===== src/rtl/pinmux_pkg.sv =====
package pinmux_pkg;
  localparam int BUS_W   = 32;
  localparam int FN_W    = 2;
  localparam int NUM_FN  = 1 << FN_W;
  localparam int DS_W    = 3;
  localparam int CFG_W   = 8;
  localparam int MUX_W   = 4;

  // Field order follows the bit positions software decodes.
  typedef struct packed {
    logic            oe_n;     // bit 7: forced output enable, active low
    logic            schmitt;  // bit 6
    logic            in_en;    // bit 5
    logic            pull_dn;  // bit 4
    logic            pull_up;  // bit 3
    logic [DS_W-1:0] drive;    // bits 2:0
  } pad_cfg_t;

  typedef struct packed {
    logic            oe_src;   // bit 3: 1 = output enable from selected source
    logic            use_gpio; // bit 2
    logic [FN_W-1:0] fn;       // bits 1:0
  } mux_cfg_t;

  localparam pad_cfg_t CFG_RESET = '{oe_n: 1'b1, drive: '0, default: 1'b0};
  localparam mux_cfg_t MUX_RESET = '{fn: '0, default: 1'b0};
endpackage


===== src/rtl/pinmux_regfile.sv =====
module pinmux_regfile
  import pinmux_pkg::*;
#(
  parameter int NUM_PINS = 49,
  parameter int ADDR_W   = 9
) (
  input  logic                           clk,
  input  logic                           rst_n,
  input  logic [ADDR_W-1:0]              addr,
  input  logic                           we,
  input  logic [BUS_W-1:0]               wdata,
  output logic [BUS_W-1:0]               rdata,
  output pad_cfg_t [NUM_PINS-1:0]        cfg_q,
  output mux_cfg_t [NUM_PINS-1:0]        mux_q
);
  localparam int IDX_W = ADDR_W - 3;

  logic [IDX_W-1:0] pin_idx;
  logic             sel_mux;
  logic             hit;

  assign pin_idx = addr[ADDR_W-1:3];
  assign sel_mux = addr[2];
  assign hit     = int'(pin_idx) < NUM_PINS;

  for (genvar p = 0; p < NUM_PINS; p++) begin : g_pin_regs
    logic wr_here;
    assign wr_here = we && hit && (int'(pin_idx) == p);

    always_ff @(posedge clk or negedge rst_n) begin
      if (!rst_n) begin
        cfg_q[p] <= CFG_RESET;
        mux_q[p] <= MUX_RESET;
      end else if (wr_here) begin
        if (sel_mux) mux_q[p] <= mux_cfg_t'(wdata[MUX_W-1:0]);
        else         cfg_q[p] <= pad_cfg_t'(wdata[CFG_W-1:0]);
      end
    end
  end

  always_comb begin
    rdata = '0;
    if (hit) begin
      if (sel_mux) rdata[MUX_W-1:0] = mux_q[pin_idx];
      else         rdata[CFG_W-1:0] = cfg_q[pin_idx];
    end
  end
endmodule


===== src/rtl/pinmux_pin_route.sv =====
module pinmux_pin_route
  import pinmux_pkg::*;
(
  input  pad_cfg_t          cfg,
  input  mux_cfg_t          mux,
  input  logic              gpio_out,
  input  logic              gpio_oe,
  output logic              gpio_in,
  input  logic [NUM_FN-1:0] alt_out,
  input  logic [NUM_FN-1:0] alt_oe,
  output logic [NUM_FN-1:0] alt_in,
  input  logic              pad_in,
  output logic              pad_out,
  output logic              pad_oe,
  output logic              pad_ie,
  output logic              pad_st,
  output logic              pad_pu,
  output logic              pad_pd,
  output logic [DS_W-1:0]   pad_ds
);
  logic src_out;
  logic src_oe;
  logic in_gated;

  always_comb begin
    if (mux.use_gpio) begin
      src_out = gpio_out;
      src_oe  = gpio_oe;
    end else begin
      src_out = alt_out[mux.fn];
      src_oe  = alt_oe[mux.fn];
    end
  end

  assign pad_out  = src_out;
  assign pad_oe   = mux.oe_src ? src_oe : ~cfg.oe_n;
  assign in_gated = pad_in & cfg.in_en;
  assign gpio_in  = in_gated;

  for (genvar f = 0; f < NUM_FN; f++) begin : g_alt_in
    assign alt_in[f] = in_gated && !mux.use_gpio && (int'(mux.fn) == f);
  end

  assign pad_ie = cfg.in_en;
  assign pad_st = cfg.schmitt;
  assign pad_pu = cfg.pull_up;
  assign pad_pd = cfg.pull_dn & ~cfg.pull_up;   // pull-up wins a conflict
  assign pad_ds = cfg.drive;
endmodule


===== src/rtl/pinmux_bank.sv =====
module pinmux_bank
  import pinmux_pkg::*;
#(
  parameter int NUM_PINS = 49,
  parameter int ADDR_W   = $clog2(NUM_PINS * 8)
) (
  input  logic                       clk,
  input  logic                       rst_n,
  input  logic [ADDR_W-1:0]          bus_addr,
  input  logic                       bus_we,
  input  logic [31:0]                bus_wdata,
  output logic [31:0]                bus_rdata,
  input  logic [NUM_PINS-1:0]        gpio_out,
  input  logic [NUM_PINS-1:0]        gpio_oe,
  output logic [NUM_PINS-1:0]        gpio_in,
  input  logic [NUM_PINS*4-1:0]      alt_out,
  input  logic [NUM_PINS*4-1:0]      alt_oe,
  output logic [NUM_PINS*4-1:0]      alt_in,
  input  logic [NUM_PINS-1:0]        pad_in,
  output logic [NUM_PINS-1:0]        pad_out,
  output logic [NUM_PINS-1:0]        pad_oe,
  output logic [NUM_PINS-1:0]        pad_ie,
  output logic [NUM_PINS-1:0]        pad_st,
  output logic [NUM_PINS-1:0]        pad_pu,
  output logic [NUM_PINS-1:0]        pad_pd,
  output logic [NUM_PINS*3-1:0]      pad_ds
);
  pad_cfg_t [NUM_PINS-1:0] cfg_q;
  mux_cfg_t [NUM_PINS-1:0] mux_q;

  pinmux_regfile #(
    .NUM_PINS(NUM_PINS),
    .ADDR_W  (ADDR_W)
  ) u_regs (
    .clk  (clk),
    .rst_n(rst_n),
    .addr (bus_addr),
    .we   (bus_we),
    .wdata(bus_wdata),
    .rdata(bus_rdata),
    .cfg_q(cfg_q),
    .mux_q(mux_q)
  );

  for (genvar p = 0; p < NUM_PINS; p++) begin : g_pin
    pinmux_pin_route u_route (
      .cfg     (cfg_q[p]),
      .mux     (mux_q[p]),
      .gpio_out(gpio_out[p]),
      .gpio_oe (gpio_oe[p]),
      .gpio_in (gpio_in[p]),
      .alt_out (alt_out[p*NUM_FN +: NUM_FN]),
      .alt_oe  (alt_oe[p*NUM_FN +: NUM_FN]),
      .alt_in  (alt_in[p*NUM_FN +: NUM_FN]),
      .pad_in  (pad_in[p]),
      .pad_out (pad_out[p]),
      .pad_oe  (pad_oe[p]),
      .pad_ie  (pad_ie[p]),
      .pad_st  (pad_st[p]),
      .pad_pu  (pad_pu[p]),
      .pad_pd  (pad_pd[p]),
      .pad_ds  (pad_ds[p*DS_W +: DS_W])
    );
  end
endmodule


===== config.mk =====
export PLATFORM = sky130hd
export DESIGN_NAME = pinmux_bank
export DESIGN_NICKNAME = d
export VERILOG_FILES = /design/src/rtl/pinmux_pkg.sv /design/src/rtl/pinmux_regfile.sv /design/src/rtl/pinmux_pin_route.sv /design/src/rtl/pinmux_bank.sv
export SDC_FILE = /design/constraint.sdc
export NUM_CORES = 1
export LEC_CHECK = 0
export BUFFER_PORTS_ARGS = -buffer_cell sky130_fd_sc_hd__buf_2
export CAP_MARGIN = 10
export CORE_AREA = 2 2 500 502
export DETAILED_ROUTE_END_ITERATION = 12
export DIE_AREA = 0 0 502 504
export SYNTH_ARGS = -nofsm -noshare
export SYNTH_HDL_FRONTEND = slang
export SYNTH_SLANG_ARGS = --single-unit

===== constraint.sdc =====
create_clock -name clk -period 1.6 [get_ports clk]
set_input_delay 0.08 -clock clk [delete_from_list [all_inputs] [get_ports clk]]
set_output_delay 0.08 -clock clk [all_outputs]
set_load 0.02 [all_outputs]

==> results of run 1 <==
through the flow:
stage / hold WS, ns / total power, W / area (µm²) / setup WS, ns / TNS, ns
CTS: 0.0382 / 0.0525 / 59100 / -1.71 / -193.77
floorplan: -0.216 / 0.0247 / 38100 / -0.131 / -1.72
finish: 0.0945 / 0.0527 / 62000 / -1.50 / -157.73
global route: 0.0642 / 0.0546 / 62000 / -1.61 / -196.85
global placement: 0.144 / 0.0323 / 52600 / -1.34 / -323.92
detailed placement: 0.146 / 0.0325 / 52600 / -1.31 / -330.61
synthesized netlist by cell type (2+ instances only):
master and instances:
or2_2 2, nand3_1 11, nor4_1 51, a221oi_1 2, clkbuf_1 167, and2_1 3, dfrtp_1 539, o21ai_1 6
nor4b_1 37, buf_1 4, o21ai_0 7, a211oi_1 9, o22ai_1 11, buf_4 525, nand2b_1 19, nor3_2 2
a31o_2 5, nand2_1 203, o21bai_1 2, buf_6 8, dfstp_2 49, nor2_1 143, buf_12 3, buf_2 31
mux2i_1 130, inv_1 50, nor2_2 15, mux4_1 12, nor2b_1 63, nand4_1 9, mux2_2 643, mux4_2 224
nor3_1 14, nand3_2 2, mux2_1 8, and3_1 52, nor2_4 6, a22oi_1 18, a21o_1 3, nand3b_1 3
nor3_4 3
state kept, by name, summed over array words and instances, names as in the netlist:
name / count
u_regs.cfg_q: 392
u_regs.mux_q: 196
worst min path at each step:
stage                                         end  cells past startpoint         start
floorplan             u_regs.cfg_q[0]$_DFFE_PN0P_                      0         rst_n
finish              u_regs.cfg_q[336]$_DFFE_PN0P_                      2  bus_wdata[0]
CTS                 u_regs.cfg_q[336]$_DFFE_PN0P_                      2  bus_wdata[0]
global placement    u_regs.mux_q[174]$_DFFE_PN0P_                      1         rst_n
global route        u_regs.cfg_q[336]$_DFFE_PN0P_                      2  bus_wdata[0]
detailed placement  u_regs.cfg_q[230]$_DFFE_PN0P_                      1         rst_n
power groups by stage:
stage          Clock [W]  Combinational, W  Sequential, W
2_1_floorplan          0           0.00761         0.0171
3_3_place_gp           0            0.0150         0.0173
3_5_place_dp           0            0.0152         0.0173
4_1_cts           0.0184            0.0170         0.0171
5_1_grt           0.0189            0.0185         0.0172
6_report          0.0179            0.0177         0.0171
per-layer routing:
metal / wire, µm / vias to the layer above / global-route usage
li1: - / 14300 / -
met2: 137000 / 1559 / 0.370
met3: 14200 / 438 / 0.0369
met4: 18700 / 24 / 0.120
met5: 157 / - / 0
met1: 96600 / 17500 / 0.216
critical path: stages (launching register included):
cell	delay [ns]
dfrtp_1	0.40
mux4_2	0.61
o22ai_4	0.21
nor2_2	0.07
o211ai_1	0.25
nand4_1	0.42
buf_4	0.32
cells by family after synthesis:
kind of cell / Yosys count / synth area share
other cells: 1 / 0.0000995
compound gates: 73 / 0.0141
mux: 1017 / 0.371
buf+inv: 788 / 0.135
simple gates: 644 / 0.0882
flops: 588 / 0.392
area by class of cell:
type | instances | area, µm² | share of cell area
multi-input combinational | 1758 | 21400 | 0.344
timing repair buffer | 2376 | 18800 | 0.304
sequential | 588 | 14800 | 0.239
tap | 3330 | 4170 | 0.0672
clock buffer | 108 | 2180 | 0.0352
clock inverter | 34 | 403 | 0.00649
inverter | 50 | 190 | 0.00307
antenna | 37 | 92.6 | 0.00149
what timing repair did:
| action | in CTS | in global routing |
|---|---|---|
| resized for setup | 852 | 621 |
| hold buffers | 7 | 0 |
| pin swaps | 79 | 112 |
| setup endpoints to repair | 500 | 513 |
| hold endpoints to repair | 654 | 0 |
| buffers inserted | 97 | 137 |
==> run summary, run 1 <==
hpwl dp - 219,000 µm
TritonCTS Buffers - 77
Synth top area share - 0.358
Clock Power Share - 0.339
Worst Setup EP - bus_rdata[3]
relative slew slack - 0.249
RSZ-0062 raised after global routing - true
clock root buffer - clkbuf_16
most frequent cells in the layout - buf_2, buf_4, mux2_2, dfrtp_1, buf_6
post-synthesis sequential area ratio - 0.392
Clock Skews - 0 ns
Cell Pwr Density - 849 mW/mm²
largest net degree at the start of global routing - 59
top post-synthesis cells by area - dfrtp_1, mux2_2, mux4_2, buf_4, mux2i_1
global-route wire length before repair - 340,000 µm
Fillers - 25,900
Area growth syn-to-layout - 64.6%
outcome - finished with violations
final RePlAce weighted congestion - 0.976
post-synth top area cell - dfrtp_1
Post-Route WL - 267,000 µm
IO Count - 1,301
Chip Width - 502 µm
synthesized cell area - 0.0377 mm²
final hold viol count - 0
Mean Syn Cell Area - 12.1 µm²
Reg-to-Reg Start - u_regs.mux_q[184]$_DFFE_PN0P_
vias per inst - 4.08
drt drc - 0
crit path launch type - register
FMAX - 0.322 GHz
Placed Cells - 7,956
synthesis-stage register bit count - 588
Initial Util - 0.152
CP arrival - 3.02 ns
worst-path fanout max - 2
Setup-failing EPs final - 503
GRT Total Usage - 0.203
CP Class - reg2out
Routed WL per cell - 32.2 µm
ys async rst share - 1.00
Worst VDD drop - 706 µV
post-route clock period utilization - 1.94
Placement Rows - 183
yosys warns - 0
Gate Count Post-Synth - 3,111
worst reg2reg path depth - 7
failing checks - setup timing
Worst-Margin Slew - 1.13 ns
latest clock arrival within the worst-skew pair - 0.71 ns
initial drt markers - 1,946
crit end category - primary output
most common cell after layout, fill and taps aside - buf_2
Worst-path clk slew - 0.06 ns
initial antenna violation count - 94
Final ANT Viol Nets - 0
post-route setup slack - -1.50 ns
Core Util, Final - 0.251
CTS sink cnt - 588
via count - 33,800
drt first pass iters - 5
number of max-cap violations - 0
number of I/O port buffers - 1,250
die area - 0.253 mm²
combinational power share - 0.335
CTS tree - built
layout cells sized above 1 - 0.782
vias in the first global route - 35,900
Pleak - 29.5 nW
Clock Tree Buf Depth - 3
nets@finish - 5,434
setup slack, reg-to-reg - 0.11 ns
Post-synth EDFFs - 0
die height - 504 µm
Reg power frac - 0.325
Crit path required time - 1.52 ns
Top FF cell, synth - dfrtp_1
Yosys cell types - 58
sw power - 0.0183 W
Period minus WS final - 3.10 ns
HP Class - in2reg
Placeable Area - 0.248 mm²
Slew Viols, Final - 0
r2r endpoint - u_regs.mux_q[184]$_DFFE_PN0P_
gr ovfl total - 0
Non-Filler Instances - 8,281
sw frac - 0.348
critical path launch point - u_regs.cfg_q[91]$_DFFE_PN0P_
Pint - 0.0343 W
H-tree depth - 3
Power figures use the tool's default switching activity.
==> inputs of run 2 (changes only) <==
CORE_AREA = 2 2 508 510   (was 2 2 500 502)
DIE_AREA = 0 0 510 512   (was 0 0 502 504)
SYNTH_HIERARCHICAL = 1   (was unset)
==> run summary, run 2 <==
outcome - finished with violations
failing checks - setup timing
Placement Rows - 186
Tot Pwr - 0.0536 W
vias in the first global route - 35,900
commonest cells in the netlist - mux2_2, dfrtp_1, buf_4
TritonCTS Buffers - 67
global-route wire length before repair - 373,000 µm
most common cell after layout, fill and taps aside - buf_2
vias per inst - 4.19
latest clock arrival within the worst-skew pair - 0.66 ns
hpwl dp - 254,000 µm
largest family of logic cells by synthesized area - multiplexers
clock root buffer - clkbuf_16
crit path launch type - register
GRT Total Usage - 0.218
Reg-to-Reg Start - u_regs/mux_q[24]$_DFFE_PN0P_
final RePlAce weighted congestion - 0.989
Routed WL per cell - 35.4 µm
number of max-cap violations - 0
Chip Width - 510 µm
CTS tree - built
Mean Syn Cell Area - 12.0 µm²
min-delay src - bus_wdata[0]
Setup-failing EPs final - 499
yosys warns - 6
adder-cell area share of the yosys netlist - 0
via count - 35,200
slowest stage delay, CP - 0.56 ns
Final ANT Viol Nets - 0
Period minus WS final - 3.09 ns
Min Hold Slack - 0.0836 ns
Post-Route WL - 298,000 µm
post-synthesis sequential area ratio - 0.412
post-route setup slack - -1.49 ns
slowest CP cell - mux4_2
post-route clock period utilization - 1.93
initial antenna violation count - 94
setup slack, reg-to-reg - 0.30 ns
die height - 512 µm
HP Class - in2reg
nets@finish - 5,494
Gate Count Post-Synth - 2,999
top post-synthesis cells by area - dfrtp_1, mux2_2, mux4_2, buf_4, dfstp_2
Clock Tree Buf Depth - 3
Crit path required time - 1.52 ns
gr ovfl total - 0
Worst-Margin Slew - 0.973 ns
WP buf/inv - 1
worst-path cell chain - mux4_2 > mux4_2 > nand2b_4 > a211oi_4 > or4_4 > buf_6
initial drt markers - 2,486
number of I/O port buffers - 1,250
Slew Viols, Final - 0
Synth top area share - 0.376
CP arrival - 3.01 ns
Area growth syn-to-layout - 74.4%
Synth Area in Compound Gates - 0.0383
Initial Util - 0.140
drt drc - 0
layout cells sized above 1 - 0.788
simple-gate share of the synthesized area - 0.0995
Core Util, Final - 0.245
XOR/XNOR share of the synthesized area - 0
Largest Register - u_regs/cfg_q
crit end category - primary output
IO Count - 1,301
H-tree depth - 3
synthesized cell area - 0.0359 mm²
Worst VDD drop - 704 µV
synthesis-stage register bit count - 588
hold worst-path end - u_regs/mux_q[156]$_DFFE_PN0P_
max FFs per register - 392
CP Class - reg2out
CTS sink cnt - 588
worst reg2reg path depth - 5
Clock Skews - 0 ns
worst-path fanout max - 2
Top FF cell, synth - dfrtp_1
post-synth top area cell - dfrtp_1
FMAX - 0.324 GHz
most frequent cells in the layout - buf_2, buf_4, dfrtp_1, mux2_2, buf_6
most frequent CP cell - mux4_2
CP top delay family - multiplexers
Yosys cell types - 49
Worst-path clk slew - 0.06 ns
Place WS - -1.63 ns
mux contribution to synthesized area - 0.354
final hold viol count - 0
leading registers by flop count - u_regs/cfg_q: 392 flops, u_regs/mux_q: 196 flops
total number of cells along the worst setup path - 6
TNS Setup - -130.90 ns
die area - 0.261 mm²
Pleak - 29.2 nW
most frequent cell after synthesis - mux2_2
r2r endpoint - u_regs/mux_q[24]$_DFFE_PN0P_
ys async rst share - 1.00
relative slew slack - 0.349
Post-synth EDFFs - 0
worst hold stages - 2
drt first pass iters - 5
RSZ-0062 raised after global routing - true
largest net degree at the start of global routing - 99
Cell Pwr Density - 856 mW/mm²
Placeable Area - 0.256 mm²
## run 2: cell types whose count changed in the layout (fill, tap and decap cells not counted), sizes merged, moves of 41 or more
cell | before | now
nor3 | 19 | 115
and3 | 52 | 2
nand2b | 19 | 63
nand3 | 13 | 54
o31ai | 0 | 49
mux2 | 651 | 698
mux2i | 130 | 19
inv | 55 | 102
o22ai | 12 | 111
nor2 | 164 | 104
nand2 | 203 | 286
buf | 2369 | 2257
## run 2: worst max-delay path by stage
stage | from | slack, ns | endpoint
after CTS | u_regs/mux_q[21]$_DFFE_PN0P_ | -1.53 | bus_rdata[1]
final | u_regs/mux_q[86]$_DFFE_PN0P_ | -1.49 | bus_rdata[2]
after detailed placement | bus_addr[4] | -1.63 | bus_rdata[2]
after global placement | bus_addr[4] | -1.64 | bus_rdata[2]
after global routing | u_regs/mux_q[20]$_DFFE_PN0P_ | -1.51 | bus_rdata[0]
after floorplan | u_regs/mux_q[92]$_DFFE_PN0P_ | -0.52 | bus_rdata[0]
## run 2: layout make-up
cell class	count	area (µm²)
Multi-Input combinational cell	1892	23000
Tap cell	3384	4230
Inverter	98	370
Timing Repair Buffer	2264	17600
Sequential cell	588	14800
Clock buffer	93	1900
Fill cell	27100	193000
Antenna cell	51	128
Clock inverter	31	504
## run 2: cells by family after synthesis
kind of cell,count (synthesis)
buf+inv,542
compound gates,207
simple gates,741
other cells,1
flops,588
mux,920
## run 2: metal layers
metal / part of all wire / vias up / GRT usage / wire (µm)
li1: - / 14700 / - / -
met1: 0.41 / 18300 / 0.275 / 123000
met2: 0.43 / 1846 / 0.329 / 127000
met3: 0.12 / 413 / 0.0979 / 34900
met4: 0.042 / 40 / 0.0709 / 12500
met5: 0.00083 / - / 0 / 246
## run 2: timing repair
action / in CTS / in global routing
gates resized for setup: 848 / 904
setup buffers: 80 / 108
hold buffers: 6 / 0
endpoints found under the hold margin: 593 / 0
pin swaps: 92 / 177
setup endpoints to repair: 552 / 699
## run 2: where the power goes
group	switching, W	internal, W	total, W
logic	0.0113	0.00812	0.0194
registers	0.000909	0.0162	0.0171
clock network	0.00703	0.0100	0.0171
## run 2: per-stage QoR
step | std cells | area, µm²
2_1_floorplan | 3022 | 37000
3_3_place_gp | 8095 | 52000
3_5_place_dp | 8095 | 52000
4_1_cts | 8294 | 58300
5_1_grt | 8376 | 62500
6_report | 8401 | 62600
## run 2: worst reg2reg max path: stages (launching register included)
cell     delay [ns]
dfrtp_1        0.39
buf_6          0.12
buf_12         0.14
buf_8          0.14
buf_4          0.14
mux2_2         0.26
